<file path="src/rtl/sgi_filt_pkg.sv">
package sgi_filt_pkg;
  localparam int unsigned NUM_SGI = 16;
  localparam int unsigned PERM_W  = 2;
  localparam int unsigned IDX_W   = $clog2(NUM_SGI);
  localparam int unsigned WORD_W  = NUM_SGI * PERM_W;

  typedef enum logic [1:0] {
    WHY_GROUP = 2'd0,
    WHY_PERM  = 2'd1
  } why_e;

  // Group after the downgrade rule: group 1 folds onto group 0 targets.
  function automatic logic eff_group(input logic asked, input logic cfg);
    return asked & cfg;
  endfunction

  // Minimum permission level for a non-secure sender.
  function automatic logic [PERM_W-1:0] perm_need(input logic cfg);
    return cfg ? PERM_W'(2) : PERM_W'(1);
  endfunction

  function automatic logic [PERM_W-1:0] perm_of(input logic [WORD_W-1:0] w,
                                                input logic [IDX_W-1:0] n);
    return w[n*PERM_W +: PERM_W];
  endfunction
endpackage

</file>
<file path="src/rtl/sgi_filt_decide.sv">
module sgi_filt_decide
  import sgi_filt_pkg::*;
(
  input  logic              req_vld,
  input  logic [IDX_W-1:0]  req_num,
  input  logic              req_grp,
  input  logic              req_ns,
  input  logic              cfg_grp,
  input  logic              sec_off,
  input  logic [WORD_W-1:0] perm_word,
  output logic              take,
  output logic              drop,
  output why_e              why
);
  logic grp_bad;
  logic perm_chk;
  logic perm_bad;
  logic [PERM_W-1:0] lvl;

  always_comb begin
    grp_bad  = (eff_group(req_grp, cfg_grp) != cfg_grp);
    lvl      = perm_of(perm_word, req_num);
    perm_chk = req_ns & ~sec_off;
    perm_bad = perm_chk & (lvl < perm_need(cfg_grp));
    take     = req_vld & ~grp_bad & ~perm_bad;
    drop     = req_vld & (grp_bad | perm_bad);
    why      = grp_bad ? WHY_GROUP : WHY_PERM;
  end
endmodule

</file>
<file path="src/rtl/sgi_filt_pend.sv">
module sgi_filt_pend
  import sgi_filt_pkg::*;
(
  input  logic               clk,
  input  logic               rst_n,
  input  logic               set_en,
  input  logic [IDX_W-1:0]   set_idx,
  output logic [NUM_SGI-1:0] pend
);
  for (genvar g = 0; g < NUM_SGI; g++) begin : g_bit
    always_ff @(posedge clk or negedge rst_n) begin
      if (!rst_n) pend[g] <= 1'b0;
      else if (set_en && set_idx == IDX_W'(g)) pend[g] <= 1'b1;
    end
  end
endmodule

</file>
<file path="src/rtl/sgi_filt.sv">
module sgi_filt
  import sgi_filt_pkg::*;
(
  input  logic        clk,
  input  logic        rst_n,
  input  logic        req_vld,
  input  logic [3:0]  req_num,
  input  logic        req_grp,
  input  logic        req_ns,
  input  logic        cfg_grp,
  input  logic        sec_off,
  input  logic [31:0] perm_word,
  output logic        acc_vld,
  output logic [3:0]  acc_idx,
  output logic        rej_vld,
  output logic [1:0]  rej_why,
  output logic [15:0] pend
);
  logic take;
  logic drop;
  why_e why;

  sgi_filt_decide u_decide (
    .req_vld(req_vld), .req_num(req_num), .req_grp(req_grp), .req_ns(req_ns),
    .cfg_grp(cfg_grp), .sec_off(sec_off), .perm_word(perm_word),
    .take(take), .drop(drop), .why(why)
  );

  sgi_filt_pend u_pend (
    .clk(clk), .rst_n(rst_n), .set_en(take), .set_idx(req_num), .pend(pend)
  );

  always_ff @(posedge clk or negedge rst_n) begin
    if (!rst_n) begin
      acc_vld <= 1'b0;
      acc_idx <= '0;
      rej_vld <= 1'b0;
      rej_why <= '0;
    end else begin
      acc_vld <= take;
      rej_vld <= drop;
      if (take) acc_idx <= req_num;
      if (drop) rej_why <= why;
    end
  end

  a_r8_one_pulse: assert property (@(posedge clk) disable iff (!rst_n)
    !(acc_vld && rej_vld));
  a_r8_answer: assert property (@(posedge clk) disable iff (!rst_n)
    req_vld |=> (acc_vld || rej_vld));
  a_r11_idle: assert property (@(posedge clk) disable iff (!rst_n)
    !req_vld |=> (!acc_vld && !rej_vld && $stable(pend)));
  a_r10_pend_set: assert property (@(posedge clk) disable iff (!rst_n)
    acc_vld |-> pend[acc_idx]);
  a_r10_sticky: assert property (@(posedge clk) disable iff (!rst_n)
    1'b1 |=> ((pend & $past(pend)) == $past(pend)));
  a_r9_code: assert property (@(posedge clk) disable iff (!rst_n)
    rej_vld |-> (rej_why <= 2'd1));
endmodule

</file>
<file path="config.mk">
export PLATFORM = sky130hd
export DESIGN_NAME = sgi_filt
export DESIGN_NICKNAME = d
export VERILOG_FILES = /design/src/rtl/sgi_filt_pkg.sv /design/src/rtl/sgi_filt_decide.sv /design/src/rtl/sgi_filt_pend.sv /design/src/rtl/sgi_filt.sv
export SDC_FILE = /design/constraint.sdc
export NUM_CORES = 1
export LEC_CHECK = 0
export CAP_MARGIN = 40
export CORE_ASPECT_RATIO = 1.75
export CORE_MARGIN = 10
export CORE_UTILIZATION = 39
export CTS_CLUSTER_SIZE = 40
export DETAILED_ROUTE_END_ITERATION = 10
export HOLD_SLACK_MARGIN = 0.12
export PLACE_DENSITY = 0.91
export SLEW_MARGIN = 25
export SYNTH_ARGS = -nofsm -noshare
export SYNTH_HDL_FRONTEND = slang
export SYNTH_HIERARCHICAL = 1
export SYNTH_SLANG_ARGS = --single-unit
export TNS_END_PERCENT = 1
</file>
<file path="constraint.sdc">
create_clock -name clk -period 1 [get_ports clk]
set_input_delay 0.2 -clock clk [delete_from_list [all_inputs] [get_ports clk]]
set_output_delay 0.2 -clock clk [all_outputs]
set_load 0.03 [all_outputs]
</file>
# ---- Word-level counts from Yosys, hierarchy flattened
# Index checks and enable logic that the tools add are counted.
# Widths: inputs -> output; s select.
dict set report classes {
  n_shift 1
  reduce_logical 17
  bitwise 10
  order_cmp 1
  n_mux 2
  eq_ne 16
}
# operator count
set op_table {}
lappend op_table {{$eq 4x4->1 const B} 8}
lappend op_table {{$shiftx 32x6->2} 1}
lappend op_table {{$eq 4x3->1 const B} 4}
lappend op_table {{$logic_and 1x1->1} 16}
lappend op_table {{$eq 4x2->1 const B} 2}
lappend op_table {{$and 1x1->1} 6}
lappend op_table {{$eq 4x1->1 const B} 1}
lappend op_table {{$logic_not 4->1} 1}
lappend op_table {{$not 1->1} 3}
lappend op_table {{$lt 2x2->1} 1}
lappend op_table {{$mux 2} 1}
lappend op_table {{$mux 1} 1}
lappend op_table {{$ne 1x1->1} 1}
lappend op_table {{$or 1x1->1} 1}
dict set report word_totals {
  wordCells 67
  out_inout_bits 24
  regBits 24
}

# ---- Longest topological paths before layout
dict set report logic_depth {
  ltp_word 6
  depth_mapped 9
}

# ---- By module
# Netlist, hierarchy kept.
# mod area_per_inst_um2 n_inst cells_each
set modules_own_cells {}
lappend modules_own_cells {sgi_filt_pend 621.8 1 46}
lappend modules_own_cells {sgi_filt_decide 369.1 1 34}
lappend modules_own_cells {sgi_filt 267.8 1 14}

# ---- Worst setup path after synthesis
# OpenSTA, ideal clock, no wires.
dict set report synth_path {
  kind {input port to flip-flop}
  from {in req_num[0]}
  to {reg u_pend.pend[1]}
  arrival_time_ps 2578
  path_stages 9
  slack_ps -1698
  setup_time_ps 120
  path_buffers 1
  cell_sequence {buf_6 -> mux4_1 -> mux4_2 -> ha_1 -> nor3b_1 -> o22ai_1 -> a41o_1 -> nor3b_2 -> a31o_1}
}
dict set report synth_via {
  elab_chain_cells 6
  word_cells_on_any_way 7
  cone_classes {order compare: 1; eq/ne: 1; shift: 1; bitwise: 3; reduce/logical: 1}
}
# item line_no
set synth_rtl {}
lappend synth_rtl {{from (decl)} sgi_filt.sv:7} ;# input logic [3:0] req_num,
lappend synth_rtl {{$shiftx 32x6->2} sgi_filt_pkg.sv:24} ;# return w[n*PERM_W +: PERM_W];
lappend synth_rtl {{$lt 2x2->1} sgi_filt_decide.sv:24} ;# perm_bad = perm_chk & (lvl < perm_need(cfg_grp));
lappend synth_rtl {{$and 1x1->1} sgi_filt_decide.sv:24}
lappend synth_rtl {{$not 1->1} sgi_filt_decide.sv:25} ;# take = req_vld & ~grp_bad & ~perm_bad;
lappend synth_rtl {{$and 1x1->1} sgi_filt_decide.sv:25}
lappend synth_rtl {{named net take} sgi_filt.sv:19} ;# logic take;
lappend synth_rtl {{$logic_and 1x1->1} sgi_filt_pend.sv:13} ;# else if (set_en && set_idx == IDX_W'(g)) pend[g] <= 1'b1;
lappend synth_rtl {{to (signal, indexed assignment)} sgi_filt_pend.sv:12} ;# if (!rst_n) pend[g] <= 1'b0;
lappend synth_rtl {{to (signal, indexed assignment)} sgi_filt_pend.sv:13}
lappend synth_rtl {{to (decl)} sgi_filt_pend.sv:8} ;# output logic [NUM_SGI-1:0] pend
# The timed path passes the listed nets, and every way through them passes these cells.
# A chain may end at the register's enable or synchronous reset.

# ---- Worst setup path after layout
dict set report layout_path {
  from {in req_num[0]}
  to {reg u_pend.pend[4]}
}
# The elaborated chain is that of the path after synthesis.

==> flow_summary.json <==
{
  "outcome": "finished with violations",
  "violations": "setup timing",
  "dr.pass1.iters": 4,
  "portBuffers": 66,
  "antenna_found_initial": 0,
  "grt-ovfl-total": 0,
  "timing.rr.end": "acc_idx[3]$_DFFE_PN0P_",
  "hp-class": "input pin to async pin",
  "grt_max_degree": 25,
  "synth.yosys.seq_area_share_pct": 47.7,
  "dp.cells": 207,
  "cts.sinks": 24,
  "drive_gt1_share_pct": 51.7,
  "worst-r2r-cell-count": 1,
  "synth_flop_cell": "dfrtp_1",
  "yosys_warnings": 6,
  "die-area_sq_um": 5990,
  "ant_nets": 0,
  "grt_use_total_pct": 15.0,
  "startpoint_type": "input pin",
  "fmax_mhz": 416,
  "power.density_nw_per_um2": 1810,
  "cap_violations": 0,
  "num-nets-final": 219,
  "h-tree-depth": 1,
  "skew_ps": 0,
  "slew_violations": 0,
  "async_flop_share_pct": 100,
  "peakVddDrop_v": 0.00135,
  "pin_count": 67,
  "place_ws_ps": -2360,
  "finalWeightedCongestion": 0.781,
  "setup_viol": 39,
  "final_cells": 217,
  "regArea_sq_um": 601,
  "dr_wl_met2_mm": 2.46,
  "finalHoldViolCount": 0,
  "worst-setup-path-type": "input pin to flip-flop",
  "antennaDiodeCount": 0,
  "drc": 0,
  "synth_cell_types": 29,
  "rsz0062_at_grt": "true",
  "core-area_sq_um": 3140,
  "syn_area_per_cell_sq_um": 13.4,
  "wl_met3_um": 336,
  "die_w_um": 62.9,
  "numCtsBuffers": 3,
  "area_growth_pct": 71.3,
  "period_needed_ps": 2410,
  "leakagePower_nw": 0.926,
  "crit_fanout": 5,
  "syn_area_sq_um": 1260,
  "num_rows": 27,
  "total_power_mw": 3.91,
  "top_layer": "met4",
  "vias": 1159,
  "clk_path_buf_depth": 2,
  "clock_latency_ps": 250,
  "ys_ff_latch": 24,
  "fillers": 219,
  "fin_crit_sh_pct": 241,
  "cp.arrival_ps": 2570,
  "required_ps": 1170,
  "wl_per_cell_um": 21.8,
  "synth_cells": 94,
  "worst_slack_ps": -1410,
  "multi_input_area_sq_um": 674,
  "cp-end-kind": "flip-flop",
  "grt_pass1_vias": 1305,
  "wl_met1_mm": 1.89,
  "r2r-start": "acc_idx[3]$_DFFE_PN0P_",
  "synth-edff-count": 0,
  "vias_per_cell": 5.34,
  "root_buffer": "clkbuf_8",
  "syn-num-nets": 138,
  "drt-total-wl_mm": 4.72,
  "clkTransAtPathRegs_ps": 80,
  "initialDrtViolationCount": 77,
  "r2r_slack_ps": 220,
  "die_h_um": 95.2,
  "cts_tree": "yes",
  "dp.final_hpwl_mm": 3.48,
  "initial_core_util_pct": 40.1,
  "grt_pass1_wl_mm": 7.20
}
-- cells by family after synthesis --
group	Yosys count	synth area share [%]
adders and majority gates	1	0.994
buffers and inverters	11	4.77
AOI/OAI and AO/OA	23	15.3
and+or+nand+nor	18	8.55
DFF	24	47.7
muxes	16	22.4
other	1	0.298
-- worst max-delay path: stages --
cell and delay [ps]:
buf_12 90, mux4_2 490, mux4_2 540, ha_4 320
nand3_2 70, o22ai_2 210, a41o_2 180, nand3b_1 210
o31ai_2 260
-- cells in the mapped netlist, types with 2 or more instances --
cell	instances	area, sq um
dfrtp_1	24	601
o21bai_1	9	67.6
mux2_2	8	90.1
inv_1	6	22.5
mux4_2	5	113
nand2b_1	4	25.0
a31o_1	3	26.3
buf_4	3	22.5
mux4_1	3	78.8
nand2_1	3	11.3
nand3_1	3	15.0
nand3b_1	3	22.5
nor2_1	2	7.51
o22ai_1	2	12.5
o31ai_2	2	25.0
-- metrics by stage --
stage | util, % | cell area (sq um) | hold slack, ps | setup TNS, ps
2_1_floorplan | - | 1280 | -95.6 | -34310
3_3_place_gp | 62.7 | 1970 | 451 | -50970
3_5_place_dp | 62.7 | 1970 | 460 | -53400
4_1_cts | 67.3 | 2110 | 278 | -30550
5_1_grt | 68.6 | 2160 | 286 | -34270
6_report | 68.6 | 2160 | 276 | -31500
-- placed cells by master, fill, tap and decap left out, types with 4 or more instances in the layout --
cell type        instances
buf_2                   17
buf_4                   13
buf_6                   24
clkdlybuf4s50_1         24
dfrtp_1                 24
inv_1                    6
mux2_2                   6
mux4_2                   8
nand2b_1                 4
o21bai_1                 9
-- metal layers --
metal | up-vias | global-route usage [%]
li1 | 516 | -
met1 | 579 | 16.8
met2 | 60 | 27.8
met3 | 4 | 4.11
met4 | 0 | 2.81
met5 | - | 0
-- worst max-delay path by stage --
| stage | to | cells after the start | slack, ps | from |
|---|---|---|---|---|
| after floorplan | u_pend/pend[2]$_DFFE_PN0P_ | 9 | -1560 | req_num[0] |
| after global placement | rej_why[1]$_DFFE_PN0P_ | 9 | -2240 | req_num[0] |
| after detailed placement | rej_why[0]$_DFFE_PN0P_ | 9 | -2360 | req_num[0] |
| after CTS | u_pend/pend[4]$_DFFE_PN0P_ | 9 | -1370 | req_num[0] |
| after global routing | u_pend/pend[4]$_DFFE_PN0P_ | 9 | -1480 | req_num[0] |
| final | u_pend/pend[4]$_DFFE_PN0P_ | 9 | -1410 | req_num[0] |
-- layout make-up --
type,count,share of cell area (%)
timing repair buffer,80,34.0
clock inverter,1,1.39
multi-input combinational,60,31.3
tap,43,2.50
clock buffer,3,1.92
inverter,6,1.04
sequential,24,27.9
-- registers in the layout, summed over array words and instances, names as in the netlist --
signal and cells:
acc_idx 4, acc_vld 1, rej_why 2, u_pend/pend 16, rej_vld 1
-- timing repair --
item	in CTS	in global routing
endpoints found under the setup margin	47	48
gates cloned	1	0
resized for setup	88	8
buffers inserted	3	2
pin swaps	6	9
hold buffers	0	0
-- power by group --
part | internal [mW] | switching [mW]
combinational | 0.869 | 0.862
clock | 0.534 | 0.285
sequential | 1.19 | 0.165
total | 2.59 | 1.31
No activity file was read; power rests on OpenSTA's default activity.
